**src/rtl/ctmr_pkg.sv**
```systemverilog
package ctmr_pkg;

  typedef enum logic [1:0] {
    MODE_IDLE_A   = 2'b00,
    MODE_ONESHOT  = 2'b01,
    MODE_PERIODIC = 2'b10,
    MODE_IDLE_B   = 2'b11
  } tmode_e;

  // strobes from control to the counter datapath
  typedef struct packed {
    logic loadWr;
    logic decr;
    logic reload;
    logic freeze;
  } cnt_strb_t;

  localparam int unsigned ADR_CTRL  = 0;
  localparam int unsigned ADR_LOAD  = 1;
  localparam int unsigned ADR_COUNT = 2;
  localparam int unsigned ADR_MASK  = 3;
  localparam int unsigned ADR_RAW   = 4;
  localparam int unsigned ADR_MSTAT = 5;
  localparam int unsigned ADR_CLEAR = 6;

endpackage

```
**src/rtl/ctmr_dpath.sv**
```systemverilog
module ctmr_dpath
  import ctmr_pkg::*;
#(
  parameter int HALF_W = 16,
  parameter int NHALF  = 2,
  localparam int DATA_W = HALF_W * NHALF
) (
  input  logic              clk,
  input  logic              rst_n,
  input  cnt_strb_t         strb,
  input  logic [DATA_W-1:0] wrData,
  output logic [DATA_W-1:0] cntVec,
  output logic              cntZero
);

  logic [DATA_W-1:0] loadVec;
  logic [NHALF-1:0]  borrow;

  assign borrow[0] = 1'b1;

  for (genvar h = 0; h < NHALF; h++) begin : g_half
    logic [HALF_W-1:0] halfCnt;
    logic [HALF_W-1:0] halfLoad;

    if (h > 0) begin : g_chain
      assign borrow[h] = borrow[h-1] & ~|cntVec[(h-1)*HALF_W +: HALF_W];
    end

    always_ff @(posedge clk) begin
      if (!rst_n) begin
        halfCnt  <= '0;
        halfLoad <= '0;
      end else if (strb.loadWr) begin
        halfLoad <= wrData[h*HALF_W +: HALF_W];
        halfCnt  <= wrData[h*HALF_W +: HALF_W];
      end else if (strb.reload) begin
        halfCnt  <= halfLoad;
      end else if (strb.decr && borrow[h]) begin
        halfCnt  <= halfCnt - 1'b1;
      end
    end

    assign cntVec[h*HALF_W +: HALF_W]  = halfCnt;
    assign loadVec[h*HALF_W +: HALF_W] = halfLoad;
  end

  assign cntZero = (cntVec == '0);

  AST_DECR_STEP: assert property (@(posedge clk) disable iff (!rst_n)
    (strb.decr && !strb.loadWr) |=> cntVec == $past(cntVec) - 1'b1);

  AST_RELOAD_ON_ZERO: assert property (@(posedge clk) disable iff (!rst_n)
    (strb.reload && !strb.loadWr) |=> cntVec == $past(loadVec));

  AST_LOAD_NEXT: assert property (@(posedge clk) disable iff (!rst_n)
    strb.loadWr |=> cntVec == $past(wrData));

  AST_FREEZE_HOLDS: assert property (@(posedge clk) disable iff (!rst_n)
    (strb.freeze && !strb.loadWr) |=> $stable(cntVec));

endmodule

```
**src/rtl/ctmr_ctrl.sv**
```systemverilog
module ctmr_ctrl
  import ctmr_pkg::*;
#(
  parameter int DATA_W = 32,
  parameter int ADDR_W = 3
) (
  input  logic              clk,
  input  logic              rst_n,
  input  logic              wrEn,
  input  logic              rdEn,
  input  logic [ADDR_W-1:0] addr,
  input  logic [3:0]        cfgBits,
  input  logic              dbgHalt,
  input  logic [DATA_W-1:0] cntVal,
  input  logic              cntZero,
  output cnt_strb_t         strb,
  output logic [DATA_W-1:0] rdData,
  output logic              irq,
  output logic              toPulse
);

  tmode_e modeQ;
  logic   runQ, stallQ, maskQ, rawQ, pulseQ;
  logic   cfgWr, ldWr, maskWr, clrHit;
  logic   modeOk, frozen, active, toEvent;

  assign cfgWr  = wrEn && (addr == ADDR_W'(ADR_CTRL));
  assign ldWr   = wrEn && (addr == ADDR_W'(ADR_LOAD));
  assign maskWr = wrEn && (addr == ADDR_W'(ADR_MASK));
  assign clrHit = wrEn && (addr == ADDR_W'(ADR_CLEAR)) && cfgBits[0];

  assign modeOk  = (modeQ == MODE_ONESHOT) || (modeQ == MODE_PERIODIC);
  assign frozen  = stallQ && dbgHalt;
  assign active  = runQ && modeOk && !frozen;
  assign toEvent = active && cntZero;

  always_comb begin
    strb.loadWr = ldWr;
    strb.reload = toEvent;
    strb.decr   = active && !cntZero;
    strb.freeze = runQ && modeOk && frozen;
  end

  always_ff @(posedge clk) begin
    if (!rst_n) begin
      modeQ  <= MODE_IDLE_A;
      runQ   <= 1'b0;
      stallQ <= 1'b0;
      maskQ  <= 1'b0;
      rawQ   <= 1'b0;
      pulseQ <= 1'b0;
    end else begin
      if (cfgWr) begin
        modeQ  <= tmode_e'(cfgBits[1:0]);
        runQ   <= cfgBits[2];
        stallQ <= cfgBits[3];
      end else if (toEvent && modeQ == MODE_ONESHOT) begin
        runQ   <= 1'b0;
      end
      if (maskWr) maskQ <= cfgBits[0];
      rawQ   <= toEvent || (rawQ && !clrHit);
      pulseQ <= toEvent;
    end
  end

  assign irq     = rawQ && maskQ;
  assign toPulse = pulseQ;

  always_comb begin
    rdData = '0;
    if (rdEn) begin
      if (addr == ADDR_W'(ADR_CTRL))       rdData = DATA_W'({stallQ, runQ, modeQ});
      else if (addr == ADDR_W'(ADR_COUNT)) rdData = cntVal;
      else if (addr == ADDR_W'(ADR_MASK))  rdData = DATA_W'(maskQ);
      else if (addr == ADDR_W'(ADR_RAW))   rdData = DATA_W'(rawQ);
      else if (addr == ADDR_W'(ADR_MSTAT)) rdData = DATA_W'(rawQ && maskQ);
    end
  end

  AST_ONESHOT_STOPS: assert property (@(posedge clk) disable iff (!rst_n)
    (cntZero && active && modeQ == MODE_ONESHOT && !cfgWr) |=> !runQ);

  AST_RAW_STICKY: assert property (@(posedge clk) disable iff (!rst_n)
    (rawQ && !clrHit) |=> rawQ);

  AST_CLEAR_LOSES: assert property (@(posedge clk) disable iff (!rst_n)
    (clrHit && strb.reload) |=> rawQ);

  AST_PULSE_WITH_RAW: assert property (@(posedge clk) disable iff (!rst_n)
    toPulse |-> rawQ);

  AST_IDLE_NO_STROBE: assert property (@(posedge clk) disable iff (!rst_n)
    !modeOk |-> !(strb.decr || strb.reload));

endmodule

```
**src/rtl/cascade_timer.sv**
```systemverilog
module cascade_timer
  import ctmr_pkg::*;
#(
  parameter int HALF_W = 16,
  parameter int NHALF  = 2,
  parameter int ADDR_W = 3,
  localparam int DATA_W = HALF_W * NHALF
) (
  input  logic              clk,
  input  logic              rst_n,
  input  logic              wrEn,
  input  logic              rdEn,
  input  logic [ADDR_W-1:0] addr,
  input  logic [DATA_W-1:0] wrData,
  output logic [DATA_W-1:0] rdData,
  input  logic              dbgHalt,
  output logic              irq,
  output logic              toPulse
);

  cnt_strb_t         strb;
  logic [DATA_W-1:0] cntVec;
  logic              cntZero;

  ctmr_ctrl #(.DATA_W(DATA_W), .ADDR_W(ADDR_W)) u_ctrl (
    .clk(clk), .rst_n(rst_n), .wrEn(wrEn), .rdEn(rdEn), .addr(addr),
    .cfgBits(wrData[3:0]), .dbgHalt(dbgHalt), .cntVal(cntVec),
    .cntZero(cntZero), .strb(strb), .rdData(rdData), .irq(irq),
    .toPulse(toPulse)
  );

  ctmr_dpath #(.HALF_W(HALF_W), .NHALF(NHALF)) u_dpath (
    .clk(clk), .rst_n(rst_n), .strb(strb), .wrData(wrData),
    .cntVec(cntVec), .cntZero(cntZero)
  );

endmodule

```
**config.mk**
```make
export PLATFORM = sky130hd
export DESIGN_NAME = cascade_timer
export DESIGN_NICKNAME = d
export VERILOG_FILES = /design/src/rtl/ctmr_pkg.sv /design/src/rtl/ctmr_dpath.sv /design/src/rtl/ctmr_ctrl.sv /design/src/rtl/cascade_timer.sv
export SDC_FILE = /design/constraint.sdc
export NUM_CORES = 1
export LEC_CHECK = 0
export ABC_AREA = 0
export BUFFER_PORTS_ARGS = -buffer_cell sky130_fd_sc_hd__buf_2
export CORE_MARGIN = 2
export CORE_UTILIZATION = 35
export CTS_CLUSTER_DIAMETER = 150
export DETAILED_ROUTE_END_ITERATION = 8
export HOLD_SLACK_MARGIN = 0.1
export PLACE_DENSITY = 0.58
export SKIP_LAST_GASP = 1
export SYNTH_ARGS = -nofsm -noshare
export SYNTH_HDL_FRONTEND = slang
export SYNTH_HIERARCHICAL = 1
export SYNTH_SLANG_ARGS = --single-unit
```
**constraint.sdc**
```tcl
create_clock -name clk -period 3.85 [get_ports clk]
set_input_delay 0.77 -clock clk [delete_from_list [all_inputs] [get_ports clk]]
set_output_delay 0.77 -clock clk [all_outputs]
set_load 0.02 [all_outputs]
```
==> metrics <==
# IOs=74; Site Rows=39; Core Region=0.0114 mm²; slowest stage delay, CP=0.61 ns; syn_area_per_cell=8.25 µm²; Post-DP Area=0.00453 mm²; unrepaired setup endpoints after global routing=no; sum of buffers and inverters on the critical path=0; worst min path class=flip-flop to flip-flop; metal2 WL=5380 µm; drt pass-1 iters=5; Crit. End Element=flip-flop; total number of vias=3892; Via density=5.57; initial core utilization=0.359; H-Tree Depth=3; worst rel slew slack=0.458; clock tree buffer depth=2; nets@finish=595; setup TNS=0 ns; met3 wire length=633 µm; total track usage=0.188; first-iteration detailed-routing DRC count=247; WL final=11500 µm; crit-path leading delay family=simple AND/OR/NAND/NOR gates; vias in the first global route=3741; max-slew violations=0; final design area excluding fillers=0.00485 mm²; Critical Path RT=4.05 ns; Net Count, Synth=537; clock sinks=71; global-route wire length before repair=19200 µm; Clock Root Buffer=clkbuf_16; Max FO, Critical Path=10; pin count of the biggest net entering global routing=38; Worst path slowest cell=or4_4; DRC=0; grt ovf=0; CTS tree=built; Arr. time, crit path=3.66 ns; critical path, cell by cell=or4_4, nor4_4, nand4_1, nor4_2, and3_2, nor2_1, and2_0, o311ai_0, o21ai_0; CTS Buf Count=9; mapped cell area=0.00408 mm²; Worst Clk Skew=0.00376 ns; Power Density=396 mW/mm²; max-cap violations=0; final setup fails=0; Die Ht=112 µm; period utilization=0.899; area grow syn2layout=19.0%; Die W=112 µm; Hold Fails Final Rpt=0; fmax=0.289 GHz; RePlAce Congestion=0.851; initial antenna violation count=0; Antenna Cells=0; maximum vdd drop=0.168 mV; WL/cell=16.4 µm; worst-skew pair later-pin latency=0.33 ns; wl on met1=5290 µm; Post-Syn Instances=494; I/O Buffers=73; post-layout minimum cycle time=3.46 ns; fraction of layout cells with a size suffix above 1=0.201; CP startpoint kind=flip-flop; Final Hold Slack=0.472 ns; # hold bufs at CTS=0; hpwl dp=8080 µm; outcome=complete, no violations; clk slew on worst S/H paths=0.05 ns; Slew @ Worst Pin=0.807 ns; Post-CTS Setup Bufs=0; uppermost layer routed=met4; DIE AREA=0.0125 mm²; Ys Warns=6; CP Class=flip-flop to flip-flop; P_leak=2.05 nW; post-route ant nets=0
-- power by group --
| group | leakage (nW) | switching (W) | internal, W |
|---|---|---|---|
| logic | 1.32 | 0.000150 | 0.000111 |
| registers | 0.575 | 0.0000231 | 0.000755 |
| clock network | 0.155 | 0.000303 | 0.000579 |
| total | 2.05 | 0.000476 | 0.00145 |
-- sequential cells by signal (all words and copies together), names as in the netlist --
| name | count |
|---|---|
| u_ctrl/stallQ | 1 |
| u_ctrl/runQ | 1 |
| u_ctrl/modeQ | 2 |
| u_ctrl/rawQ | 1 |
| u_dpath/g_half.halfCnt | 32 |
| u_ctrl/toPulse | 1 |
| u_dpath/g_half.halfLoad | 32 |
| u_ctrl/maskQ | 1 |
-- repair_timing --
item	4_1_cts	5_1_grt
setup endpoints to repair	0	29
endpoints found under the hold margin	0	0
gates resized for setup	0	2
-- area by class of cell --
cell class              instances  area (µm²)
fillers                      1177        6520
inverters                       7        26.3
clock inverters                 4        70.1
flip-flops and latches         71        1420
repair buffers                 84         448
well taps                     143         179
clock buffers                  11         243
multi-input cells             379        2460
-- metal layers --
layer  vias to the layer above  global-route usage
li1                       1912                   -
met1                      1853               0.249
met2                       112               0.305
met3                        15              0.0376
met4                         0              0.0634
met5                         -                   0
-- worst paths after layout --
path                                  from                             to  slack, ns  cells after the start
max           u_dpath/g_half[0].halfCnt[2]  u_dpath/g_half[1].halfCnt[15]       0.39                      9
min          u_dpath/g_half[1].halfLoad[4]  u_dpath/g_half[1].halfLoad[4]       0.47                      2
max reg2reg   u_dpath/g_half[0].halfCnt[2]  u_dpath/g_half[1].halfCnt[15]       0.39                      9
min reg2reg  u_dpath/g_half[1].halfLoad[4]  u_dpath/g_half[1].halfLoad[4]       0.47                      2
-- per-stage QoR --
stage | power, W | setup WS [ns] | utilization | cells
6_report | 0.00192 | 0.390 | 0.427 | 699
5_1_grt | 0.00200 | 0.0987 | 0.427 | 699
4_1_cts | 0.00194 | 0.144 | 0.426 | 699
3_5_place_dp | 0.00105 | 0.142 | 0.399 | 684
3_3_place_gp | 0.00105 | 0.421 | 0.399 | 684
2_1_floorplan | 0.000971 | 0.542 | - | 494
-- cells in the final DEF (no fill, tap or decap), types with 15 or more instances in the layout --
| cell type | n |
|---|---|
| a21oi_1 | 28 |
| dfxtp_1 | 71 |
| a21boi_0 | 15 |
| buf_2 | 73 |
| nand2_1 | 55 |
| and2_1 | 31 |
| mux2i_1 | 29 |
| nor2_1 | 25 |
| o21ai_0 | 24 |
| nor2b_1 | 28 |
-- worst min-delay path: cells and delay by family (launching register included) --
kind / cells / cell delay [ns]
DFF: 1 / 0.30
AOI/OAI and AO/OA: 1 / 0.06
and+or+nand+nor: 1 / 0.05
Power figures use the tool's default switching activity.
